## src/rtl/console_tx_regs.sv

```systemverilog
module console_tx_regs #(
  parameter int WAIT_W = 8
) (
  input  logic              clk,
  input  logic              rst_n,
  input  logic              bus_wr,
  input  logic              bus_sel,
  input  logic [7:0]        bus_wdata,
  output logic [7:0]        bus_rdata,
  input  logic [WAIT_W-1:0] wait_cycles,
  output logic              tx_valid,
  input  logic              tx_ready,
  output logic [7:0]        tx_data,
  output logic              irq
);
  localparam int RDY_BIT = 7;
  localparam int IE_BIT  = 6;

  logic              rdy_q, ie_q, irq_q, busy_q;
  logic [WAIT_W-1:0] cnt_q;
  logic [7:0]        buf_q;

  wire data_wr = bus_wr & bus_sel;
  wire stat_wr = bus_wr & ~bus_sel;
  wire offer   = busy_q & (cnt_q == '0);
  wire accept  = offer & tx_ready;

  assign tx_valid = offer;
  assign tx_data  = buf_q;
  assign irq      = irq_q;

  always_comb begin
    bus_rdata = '0;
    if (!bus_sel) begin
      bus_rdata[RDY_BIT] = rdy_q;
      bus_rdata[IE_BIT]  = ie_q;
    end
  end

  always_ff @(posedge clk) begin
    if (!rst_n) begin
      buf_q  <= '0;
      rdy_q  <= 1'b1;
      busy_q <= 1'b0;
      cnt_q  <= '0;
    end else if (data_wr) begin
      buf_q  <= bus_wdata;
      rdy_q  <= 1'b0;
      busy_q <= 1'b1;
      cnt_q  <= wait_cycles;
    end else if (busy_q) begin
      if (cnt_q != '0)
        cnt_q <= cnt_q - 1'b1;
      else if (tx_ready) begin
        busy_q <= 1'b0;
        rdy_q  <= 1'b1;
      end else
        cnt_q <= wait_cycles;
    end
  end

  always_ff @(posedge clk) begin
    if (!rst_n) begin
      ie_q  <= 1'b0;
      irq_q <= 1'b0;
    end else begin
      if (stat_wr)
        ie_q <= bus_wdata[IE_BIT];
      if (data_wr)
        irq_q <= 1'b0;
      else if (stat_wr)
        irq_q <= bus_wdata[IE_BIT] & (rdy_q | accept);
      else if (accept)
        irq_q <= ie_q;
    end
  end
endmodule

```

## config.mk

```make
export PLATFORM = sky130hd
export DESIGN_NAME = console_tx_regs
export DESIGN_NICKNAME = d
export VERILOG_FILES = /design/src/rtl/console_tx_regs.sv
export SDC_FILE = /design/constraint.sdc
export NUM_CORES = 1
export LEC_CHECK = 0
export BUFFER_PORTS_ARGS = -buffer_cell sky130_fd_sc_hd__buf_2
export CAP_MARGIN = 20
export CORE_ASPECT_RATIO = 1.1
export CORE_MARGIN = 5
export CORE_UTILIZATION = 28
export CTS_CLUSTER_DIAMETER = 200
export DETAILED_ROUTE_END_ITERATION = 8
export PLACE_DENSITY = 0.57
export SETUP_SLACK_MARGIN = 0.2
export SYNTH_ARGS = -nofsm -noshare
export SYNTH_HDL_FRONTEND = slang
export SYNTH_SLANG_ARGS = --single-unit
```

## constraint.sdc

```tcl
create_clock -name clk -period 2 [get_ports clk]
set_input_delay 0 -clock clk [delete_from_list [all_inputs] [get_ports clk]]
set_output_delay 0 -clock clk [all_outputs]
set_load 0.05 [all_outputs]
```

After elaboration in Yosys (flattened, before gate mapping)
Index checks and enable logic that the tools add are counted.
{"block": "word_totals", "reg_bits": 20, "in_bits": 21, "out_inout_bits": 18}
{"block": "op_classes", "addsub": 1, "eq_ne": 2, "mux": 15, "bitwise_logic": 8, "reduce_logical": 8}
{"op": "two-way mux 8 bit", "n": 4}
{"op": "two-way mux 1 bit", "n": 10}
{"op": "logical NOT 8 bit", "n": 1}
{"op": "nonzero test 8 bit", "n": 1}
{"op": "subtractor 8 x 1 -> 8 bit (second input constant)", "n": 1}
{"op": "nonzero test 2 bit", "n": 3}
{"op": "AND 1 bit", "n": 5}
{"op": "inequality test 3 x 1 -> 1 bit (second input constant)", "n": 1}
{"op": "AND reduction 3 bit", "n": 1}
{"op": "two-way mux 2 bit", "n": 1}
{"op": "inequality test 2 bit (second input constant)", "n": 1}
{"op": "inverter 1 bit", "n": 2}
{"op": "AND reduction 2 bit", "n": 1}
{"op": "OR reduction 2 bit", "n": 1}
{"op": "bitwise OR 1 bit", "n": 1}

Longest topological paths before layout
Gate-level depths: netlist of run 1.
{"block": "depth", "depth_word": 6, "depth_mapped": 7, "mapped_depth_nobuf": 6}

Worst setup path before layout of run 1
Ideal clock, no wire load.
{"block": "synth_path", "path_type": "flip-flop to flip-flop", "from": "reg cnt_q[0]", "to": "reg rdy_q", "setup_ns": 0.074, "arrival_time_ns": 1.646, "slack_ns": 0.279, "stages_incl_launch_ff": 7, "synth_period_minus_slack_ns": 1.721, "cell_sequence": "dfxtp_1 -> inv_1 -> ha_1 -> nor4b_4 -> and3_1 -> a21oi_1 -> o21ai_0"}
{"block": "synth_between", "elab_chain_cells": 3}
{"item": "from (decl)", "line_no": "20", "text": "logic [WAIT_W-1:0] cnt_q;"}
{"item": "from (signal assigned)", "line_no": "50", "text": "cnt_q <= wait_cycles;"}
{"item": "from (signal assigned)", "line_no": "53", "text": "cnt_q <= cnt_q - 1'b1;"}
{"item": "from (signal assigned)", "line_no": "58", "text": "cnt_q <= wait_cycles;"}
{"item": "nonzero test 8 bit", "line_no": "52", "text": "if (cnt_q != '0)"}
{"item": "inequality test 2 bit (no source line)"}
{"item": "AND reduction 3 bit (no source line)"}
{"item": "to (signal assigned)", "line_no": "43", "text": "rdy_q <= 1'b1;"}
{"item": "to (signal assigned)", "line_no": "48", "text": "rdy_q <= 1'b0;"}
{"item": "to (signal assigned)", "line_no": "56", "text": "rdy_q <= 1'b1;"}
{"item": "to (decl)", "line_no": "19", "text": "logic rdy_q, ie_q, irq_q, busy_q;"}
No other way between the ends.
A chain may end at the register's enable or synchronous reset.

Worst setup path after layout of run 1
{"block": "layout_path", "from": "reg cnt_q[0]", "to": "reg cnt_q[5]"}
{"block": "layout_between", "elab_chain_cells": 4}
{"item": "subtractor 8 x 1 -> 8 bit / nonzero test 8 bit (equally long branches)", "line_no": "53, 52"}
{"item": "two-way mux 8 bit", "line_no": "52"}
{"item": "two-way mux 8 bit", "line_no": "51", "text": "end else if (busy_q) begin"}
{"item": "two-way mux 8 bit", "line_no": "46", "text": "end else if (data_wr) begin"}
Several ways; a longest one is shown, not always the timed one. The select of a mux whose other input is x is not followed.

==> qor.txt, run 1 <==
Critical Path Source Type: register
Fin nets: 203
CP required: 2.13 ns
IO Port Bufs: 32
Total of max-cap violations: 0
Area Growth Syn to Fin: 34.4%
Starting Density: 0.287
All-Layer GR Usage: 0.113
Commonest non-fill, non-tap cell in the layout: buf_2
Clock Sinks: 20
Max frequency: 0.581 GHz
CP max-delay cell: or4b_4
Largest area contributor in the netlist: dfxtp_1
Avg WL per Cell: 13.5 µm
First-pass GRT wire length: 5020 µm
TritonCTS clock tree: yes
Post-synth ARST share: 0
Cells after Synth: 137
Largest net degree at the start of global routing: 14
Synth Flop Type: dfxtp_1
Final core occ: 0.385
Critical path data arrival time: 1.85 ns
CORE AREA: 3930 µm²
Share of cells above drive strength 1: 0.279
RSZ-0062 raised after global routing: yes
Min-delay src: bus_wdata[6]
Hold slack: 0.00458 ns
Die height: 76.6 µm
Post-Syn Area: 1130 µm²
Die Width: 70.5 µm
Area share of the leading cell type in the synthesized netlist: 0.355
Clock Skews: 0.00174 ns
Number of synthesized flops with an enable pin: 0
Crit-path leading delay family: compound AO/OA/AOI/OAI gates
Syn_area_per_cell: 8.24 µm²
Clock slew at reported path FFs: 0.08 ns
Final setup fails: 0
Die Footprint: 5400 µm²
Slowest cell delay on critical path: 0.50 ns
CP bufs+invs: 1
Part of the cycle the worst path needs: 0.860
TritonRoute pass-1 iters: 4
Fillers: 428
Ranking of synthesized cells by area: dfxtp_1, nand2_1, a21oi_1
R2R Path Start: cnt_q[0]
Total CTS buffers: 3
Avg Vias per Cell: 4.82
Clock Latency Late Sink: 0.26 ns
Diodes inserted: 0
Final Hold Violating Endpoints: 0
LEAKAGE: 0.000652 µW
Register area: 400 µm²
Crit-path max FO: 4
Worst setup path category: register to register
Initial antenna violation count: 0
Element type at the critical path end: register
I/O Pins: 39
Max-slew headroom: 0.641
Seq/Total Area, Yosys: 0.355
Min-Delay Path Class: primary input to register
Clock Path Buffers: 2
Detailed-route via count: 1114
# DRC: 0
Placement row count: 24
Multi-input gate area: 681 µm²
Peak VDD IR: 0.000487 V
Worst-Margin Slew: 0.538 ns
Total gr overflow: 0
Power Density: 1360 nW/µm²
Register bit total from synthesis: 20
Total Wirelength: 3130 µm
Number of global-route vias before repair: 1054
Slew Limit Fails: 0
Worst setup startpoint: cnt_q[0]
CP cell instances: inv_2, ha_1, or4b_4, o2111a_1, o31ai_2, a21oi_1
Antenna-violating nets left: 0
Syn. warnings: 0
CTS HTree Levels: 1
Post-synth cell types: 42
Outcome: finished, final reports clean
Clock root buffer: clkbuf_8
Post-layout min period: 1.72 ns
Final setup TNS: 0 ns
DR iter-0 viols: 27
HPWL after DPL: 2150 µm
Gpl congestion: 0.753
Most frequent cells in the layout: buf_2, nand2_1, dfxtp_1
worst min-delay path, delay by kind of cell:
| family | cells | cell delay [ns] |
|---|---|---|
| AOI/OAI and AO/OA | 1 | 0.05 |
| and+or+nand+nor | 1 | 0.05 |
| buffers and inverters | 1 | 0.12 |
what timing repair did:
action	in CTS	in global routing
hold buffers	9	0
buffers inserted	0	0
hold endpoints to repair	9	0
endpoints found under the setup margin	0	11
gates resized for setup	0	5
cells in the mapped netlist (all sizes together), types with 3 or more instances:
cell	count
a21oi	14
buf	8
clkbuf	4
dfxtp	20
inv	5
mux2i	6
nand2	25
nor2	5
nor2b	4
nor3	3
o21a	4
o21ai	3
o22ai	4
cell type report:
class                   count  share of cell area
flip-flops and latches     20               0.264
inverters                   5              0.0124
multi-input cells         105               0.449
repair buffers             45               0.185
well taps                  52              0.0429
clock buffers               3              0.0272
clock inverters             1              0.0198
stage by stage:
step / std cells / setup WS (ns) / power (µW) / instance area [µm²]
floorplan: 142 / 0.279 / 1320 / 1150
global placement: 218 / 0.239 / 1580 / 1330
detailed placement: 218 / 0.197 / 1570 / 1330
CTS: 231 / 0.201 / 2000 / 1490
global route: 231 / 0.165 / 2200 / 1520
finish: 231 / 0.279 / 2060 / 1520
power breakdown:
| part | switching [µW] | internal [µW] | total [µW] |
|---|---|---|---|
| logic | 598 | 477 | 1070 |
| clock network | 138 | 267 | 405 |
| registers | 107 | 471 | 578 |
routing by layer:
| metal | wire length, µm | GRT usage | share of wire |
|---|---|---|---|
| met5 | 0 | 0 | 0 |
| met2 | 1540 | 0.195 | 0.49 |
| met4 | 95 | 0.0583 | 0.030 |
| met1 | 1420 | 0.139 | 0.46 |
| met3 | 63 | 0.00923 | 0.020 |
logic make-up (layout without fill, tap and decap cells):
| kind of cell | after synthesis | after routing | share of synthesized area |
|---|---|---|---|
| and+or+nand+nor | 55 | 55 | 0.274 |
| AOI/OAI and AO/OA | 36 | 36 | 0.214 |
| DFF | 20 | 20 | 0.355 |
| buffers and inverters | 17 | 54 | 0.0787 |
| muxes | 6 | 6 | 0.0532 |
| adders and majority gates | 2 | 2 | 0.0222 |
| other | 1 | 6 | 0.00332 |
worst paths after layout:
kind / end / slack [ns] / depth (start not counted)
worst max-delay path: cnt_q[5] / 0.28 / 6
worst min-delay path: tx_data[6] / 0.005 / 3
worst max register to register: cnt_q[5] / 0.28 / 6
worst min register to register: tx_data[1] / 0.46 / 2
registers in the layout, summed over array words and instances (netlist names):
signal and flops:
busy_q 1, rdy_q 1, cnt_q 8, irq 1, tx_data 8, ie_q 1
(Power assumes the default switching activity.)
==> inputs of run 2 (changes only) <==
- CORE_UTILIZATION: 28 -> 30
- PLACE_DENSITY: 0.57 -> 0.59
==> run 2 against run 1 <==
Net effect:
- cell area up 2.7%
- critical path type unchanged
- combinational power up 6%
- final cell count increased by 1.3%
- total power is 3.1% higher
==> qor.txt, run 2 (same netlist as run 1, synthesis figures left out) <==
Antenna-violating nets left: 0 (unchanged)
Switching Share: 0.405 (was 0.409)
Starting Density: 0.309 (was 0.287)
Part of the cycle the worst path needs: 0.910 (was 0.860)
Die height: 74.3 µm (was 76.6 µm)
Diodes inserted: 0 (unchanged)
Clock root buffer: clkbuf_8 (unchanged)
Hold Path Cell Cnt: 2 (was 3)
DR iter-0 viols: 16 (was 27)
Share of cells above drive strength 1: 0.304 (was 0.279)
Total CTS buffers: 3 (unchanged)
Dpl ws: 0.186 ns (was 0.197 ns)
Setup WS post-layout: 0.179 ns (was 0.279 ns)
Clock slew at reported path FFs: 0.08 ns (about the same)
Final setup TNS: 0 ns (unchanged)
Clock Latency Late Sink: 0.27 ns (was 0.26 ns)
Die Footprint: 5090 µm² (was 5400 µm²)
Post-layout min period: 1.82 ns (was 1.72 ns)
Combinational power share: 0.534 (was 0.522)
Initial antenna violation count: 0 (unchanged)
Critical path data arrival time: 1.96 ns (was 1.85 ns)
Detailed-route via count: 1154 (was 1114)
Max-slew headroom: 0.659 (was 0.641)
Avg Vias per Cell: 4.93 (was 4.82)
Clock Skews: 0.00280 ns (was 0.00174 ns)
Worst-Margin Slew: 0.512 ns (was 0.538 ns)
# DRC: 0 (unchanged)
Min-Delay Path Class: primary input to register (unchanged)
Most frequent cells in the layout: buf_2, nand2_1, dfxtp_1 (unchanged)
Crit-path max FO: 4 (unchanged)
Power Density: 1360 nW/µm² (about the same)
Total Wirelength: 3180 µm (was 3130 µm)
Max frequency: 0.549 GHz (was 0.581 GHz)
Gpl congestion: 0.868 (was 0.753)
Cell Int Power: 1260 µW (was 1210 µW)
I/O Pins: 39 (unchanged)
Element type at the critical path end: register (unchanged)
Power, Total: 2120 µW (was 2060 µW)
Clock Sinks: 20 (unchanged)
First-pass GRT wire length: 4950 µm (was 5020 µm)
Clock share of power: 0.198 (was 0.197)
CTS HTree Levels: 1 (unchanged)
Slew Limit Fails: 0 (unchanged)
Final Hold Violating Endpoints: 0 (unchanged)
RSZ-0062 raised after global routing: yes (unchanged)
Die Width: 68.5 µm (was 70.5 µm)
All-Layer GR Usage: 0.127 (was 0.113)
Flop pwr share: 0.268 (was 0.281)
Register area: 403 µm² (was 400 µm²)
Fin nets: 208 (was 203)
IO Port Bufs: 32 (unchanged)
Outcome: finished, final reports clean (unchanged)
Avg WL per Cell: 13.6 µm (was 13.5 µm)
HPWL after DPL: 2310 µm (was 2150 µm)
Multi-input gate area: 676 µm² (was 681 µm²)
Peak VDD IR: 0.000427 V (was 0.000487 V)
Clock Path Buffers: 2 (unchanged)
CORE AREA: 3650 µm² (was 3930 µm²)
Commonest non-fill, non-tap cell in the layout: buf_2 (unchanged)
Total of max-cap violations: 0 (unchanged)
Placement row count: 23 (was 24)
Area Growth Syn to Fin: 38.0% (was 34.4%)
Largest net degree at the start of global routing: 14 (unchanged)
Fillers: 379 (was 428)
TritonRoute pass-1 iters: 4 (unchanged)
Number of global-route vias before repair: 1119 (was 1054)
TritonCTS clock tree: yes (unchanged)
Critical Path Source Type: register (unchanged)
Final setup fails: 0 (unchanged)
FF-to-FF path depth: 6 (unchanged)
LEAKAGE: 0.000677 µW (was 0.000652 µW)
Total gr overflow: 0 (unchanged)
Final core occ: 0.426 (was 0.385)
CP required: 2.14 ns (was 2.13 ns)
Worst setup path category: register to register (unchanged)
P_sw: 859 µW (was 842 µW)
-- run 2: area by class of cell --
type                            count  area share
Timing Repair Buffer               50       0.210
Sequential cell                    20       0.259
Clock inverter                      1      0.0193
Tap cell                           50      0.0402
Inverter                            5      0.0120
Clock buffer                        3      0.0265
Multi-Input combinational cell    105       0.434
-- run 2: timing repair --
action | 4_1_cts | 5_1_grt
setup buffers | 0 | 3
setup endpoints to repair | 1 | 10
endpoints found under the hold margin | 10 | 0
hold buffers | 10 | 0
gates resized for setup | 1 | 8
pin swaps | 0 | 2
-- run 2: layer usage --
| layer | vias to the layer above | track usage | wire (µm) |
|---|---|---|---|
| met2 | 26 | 0.220 | 1630 |
| met1 | 544 | 0.147 | 1340 |
| met4 | 0 | 0.0640 | 80 |
| li1 | 577 | - | - |
| met3 | 7 | 0.0242 | 128 |
| met5 | - | 0 | 0 |
-- run 2: power groups by stage --
stage	sequential, µW	clock (µW)	combinational (µW)
finish	569	421	1130
floorplan	585	0	735
global route	578	439	1240
detailed placement	574	0	1010
global placement	571	0	991
CTS	567	423	1030
-- run 2: metrics by stage --
step	area (µm²)	cells	hold WS (ns)
after CTS	1510	231	0.0185
after floorplan	1150	142	0.135
after detailed placement	1340	217	0.250
after global placement	1340	217	0.243
final	1560	234	0.0202
after global routing	1560	234	0.0373
-- run 2: critical path, cell delays in order, from the launching register on --
cell      delay, ns
dfxtp_2        0.34
inv_2          0.08
ha_2           0.18
or4b_4         0.50
o2111a_1       0.27
o31ai_1        0.23
a21oi_1        0.10
-- run 2: final timing paths --
kind	slack [ns]	startpoint	endpoint
max	0.18	cnt_q[0]	cnt_q[5]
min	0.02	rst_n	rdy_q
max reg2reg	0.18	cnt_q[0]	cnt_q[5]
min reg2reg	0.46	tx_data[6]	tx_data[6]
==> inputs of run 3 (changes only) <==
- PLACE_DENSITY: 0.59 -> not set
- PLACE_DENSITY_LB_ADDON: not set -> 0.2
==> run 3 against run 2 <==
Net effect:
- sequential cell count unchanged
- total power shrank 1.1%
- global-route usage rose by 0.19 points
- critical endpoint is now irq
- largest cell class unchanged
==> qor.txt, run 3 (same netlist as run 1, synthesis figures left out) <==
Outcome: finished, final reports clean (unchanged)
Total Wirelength: 3120 µm (was 3180 µm)
Part of the cycle the worst path needs: 0.865 (was 0.910)
Met1 Wirelength: 1340 µm (about the same)
Clock Sinks: 20 (unchanged)
Clock root buffer: clkbuf_8 (unchanged)
Share of cells above drive strength 1: 0.288 (was 0.304)
Worst setup path category: register to register (unchanged)
Commonest non-fill, non-tap cell in the layout: buf_2 (unchanged)
Critical Path Source Type: register (unchanged)
R2R setup slack: 0.27 ns (was 0.18 ns)
CP required: 2.19 ns (was 2.14 ns)
Starting Density: 0.309 (unchanged)
Critical path data arrival time: 1.92 ns (was 1.96 ns)
RSZ-0062 raised after global routing: yes (unchanged)
WL met3: 141 µm (was 128 µm)
R2R Path Start: cnt_q[0] (unchanged)
First-pass GRT wire length: 4960 µm (was 4950 µm)
CP cell instances: inv_2, ha_1, nor4b_4, buf_4, nand4_1, a211o_1, o221ai_1 (was inv_2, ha_2, or4b_4, o2111a_1, o31ai_1, a21oi_1)
Initial antenna violation count: 0 (unchanged)
Area Growth Syn to Fin: 37.3% (was 38.0%)
Die Width: 68.5 µm (unchanged)
HPWL after DPL: 2290 µm (was 2310 µm)
Total of max-cap violations: 0 (unchanged)
Avg Vias per Cell: 4.88 (was 4.93)
Post-layout min period: 1.73 ns (was 1.82 ns)
Antenna-violating nets left: 0 (unchanged)
TritonCTS clock tree: yes (unchanged)
Worst setup startpoint: cnt_q[0] (unchanged)
Number of global-route vias before repair: 1084 (was 1119)
Power Density: 1350 nW/µm² (was 1360 nW/µm²)
Total CTS buffers: 3 (unchanged)
Element type at the critical path end: register (unchanged)
LEAKAGE: 0.000675 µW (was 0.000677 µW)
Worst R2R End: irq (was cnt_q[5])
CORE AREA: 3650 µm² (unchanged)
Clock Path Buffers: 2 (unchanged)
All-Layer GR Usage: 0.129 (was 0.127)
Clock Latency Late Sink: 0.27 ns (about the same)
Dpl ws: 0.189 ns (was 0.186 ns)
Final Hold Violating Endpoints: 0 (unchanged)
Die Footprint: 5090 µm² (unchanged)
Worst-Margin Slew: 0.550 ns (was 0.512 ns)
CP max-delay cell: dfxtp_1 (was or4b_4)
Met2 wire len: 1550 µm (was 1630 µm)
Placement row count: 23 (unchanged)
Avg WL per Cell: 13.3 µm (was 13.6 µm)
Min-Delay Path Class: primary input to register (unchanged)
Most frequent cells in the layout: buf_2, nand2_1, dfxtp_1 (unchanged)
DR iter-0 viols: 44 (was 16)
TritonRoute pass-1 iters: 4 (unchanged)
Diodes inserted: 0 (unchanged)
CTS HTree Levels: 1 (unchanged)
# DRC: 0 (unchanged)
Detailed-route via count: 1142 (was 1154)
Worst setup endpoint: irq (was cnt_q[5])
Fin nets: 208 (unchanged)
IO Port Bufs: 32 (unchanged)
Gpl congestion: 0.778 (was 0.868)
Die height: 74.3 µm (unchanged)
Total gr overflow: 0 (unchanged)
Final setup fails: 0 (unchanged)
FF-to-FF path depth: 7 (was 6)
Clock slew at reported path FFs: 0.08 ns (about the same)
Crit-path max FO: 5 (was 4)
Final setup TNS: 0 ns (unchanged)
Max frequency: 0.578 GHz (was 0.549 GHz)
Max-slew headroom: 0.633 (was 0.659)
Slowest cell delay on critical path: 0.34 ns (was 0.50 ns)
Setup WS post-layout: 0.269 ns (was 0.179 ns)
Slew Limit Fails: 0 (unchanged)
Clock Skews: 0.00373 ns (was 0.00280 ns)
Uppermost layer routed: met4 (unchanged)
I/O Pins: 39 (unchanged)
Largest net degree at the start of global routing: 14 (unchanged)
Peak VDD IR: 0.000412 V (was 0.000427 V)
==> run 3: final cells by class <==
type,count,area (µm²)
flip-flops and latches,20,400
multi-input cells,105,673
clock inverters,1,30.0
repair buffers,50,323
fillers,396,2110
clock buffers,3,41.3
well taps,50,62.6
inverters,5,18.8
==> run 3: timing repair <==
action	4_1_cts	5_1_grt
pin swaps	0	2
resized for setup	1	4
hold buffers	10	0
endpoints found under the hold margin	10	0
setup endpoints to repair	1	8
buffers inserted	0	3
==> run 3: worst max-delay path, delay by kind of cell (launching register included) <==
kind	cells	cell delay, ns
AND/OR/NAND/NOR	2	0.41
flip-flops	1	0.34
AO/OA/AOI/OAI	2	0.46
buffers and inverters	2	0.28
adder cells (fa/ha/maj)	1	0.17
==> run 3: worst min path at each step <==
stage / slack (ns) / startpoint / cells after the start / end
after floorplan: 0.13 / wait_cycles[1] / 2 / cnt_q[1]
after global placement: 0.24 / bus_wdata[5] / 3 / tx_data[5]
after detailed placement: 0.25 / bus_wdata[7] / 3 / tx_data[7]
after CTS: 0.03 / rst_n / 2 / rdy_q
after global routing: 0.04 / rst_n / 2 / rdy_q
final: 0.03 / rst_n / 2 / rdy_q
==> run 3: through the flow <==
step / total power [µW] / instances / hold WS (ns) / util / area [µm²]
2_1_floorplan: 1320 / 142 / 0.135 / - / 1150
3_3_place_gp: 1570 / 217 / 0.243 / 0.366 / 1340
3_5_place_dp: 1590 / 217 / 0.250 / 0.366 / 1340
4_1_cts: 2030 / 231 / 0.0282 / 0.413 / 1510
5_1_grt: 2220 / 234 / 0.0415 / 0.424 / 1550
6_report: 2100 / 234 / 0.0315 / 0.424 / 1550
==> run 3: layer usage <==
metal,GRT usage,vias up
met4,0.0795,0
met2,0.212,24
met3,0.0196,4
met5,0,-
li1,-,579
met1,0.155,535
==> run 3: report_power, final <==
part / internal, µW / switching [µW]
clock: 268 / 151
sequential: 471 / 100
combinational: 507 / 602
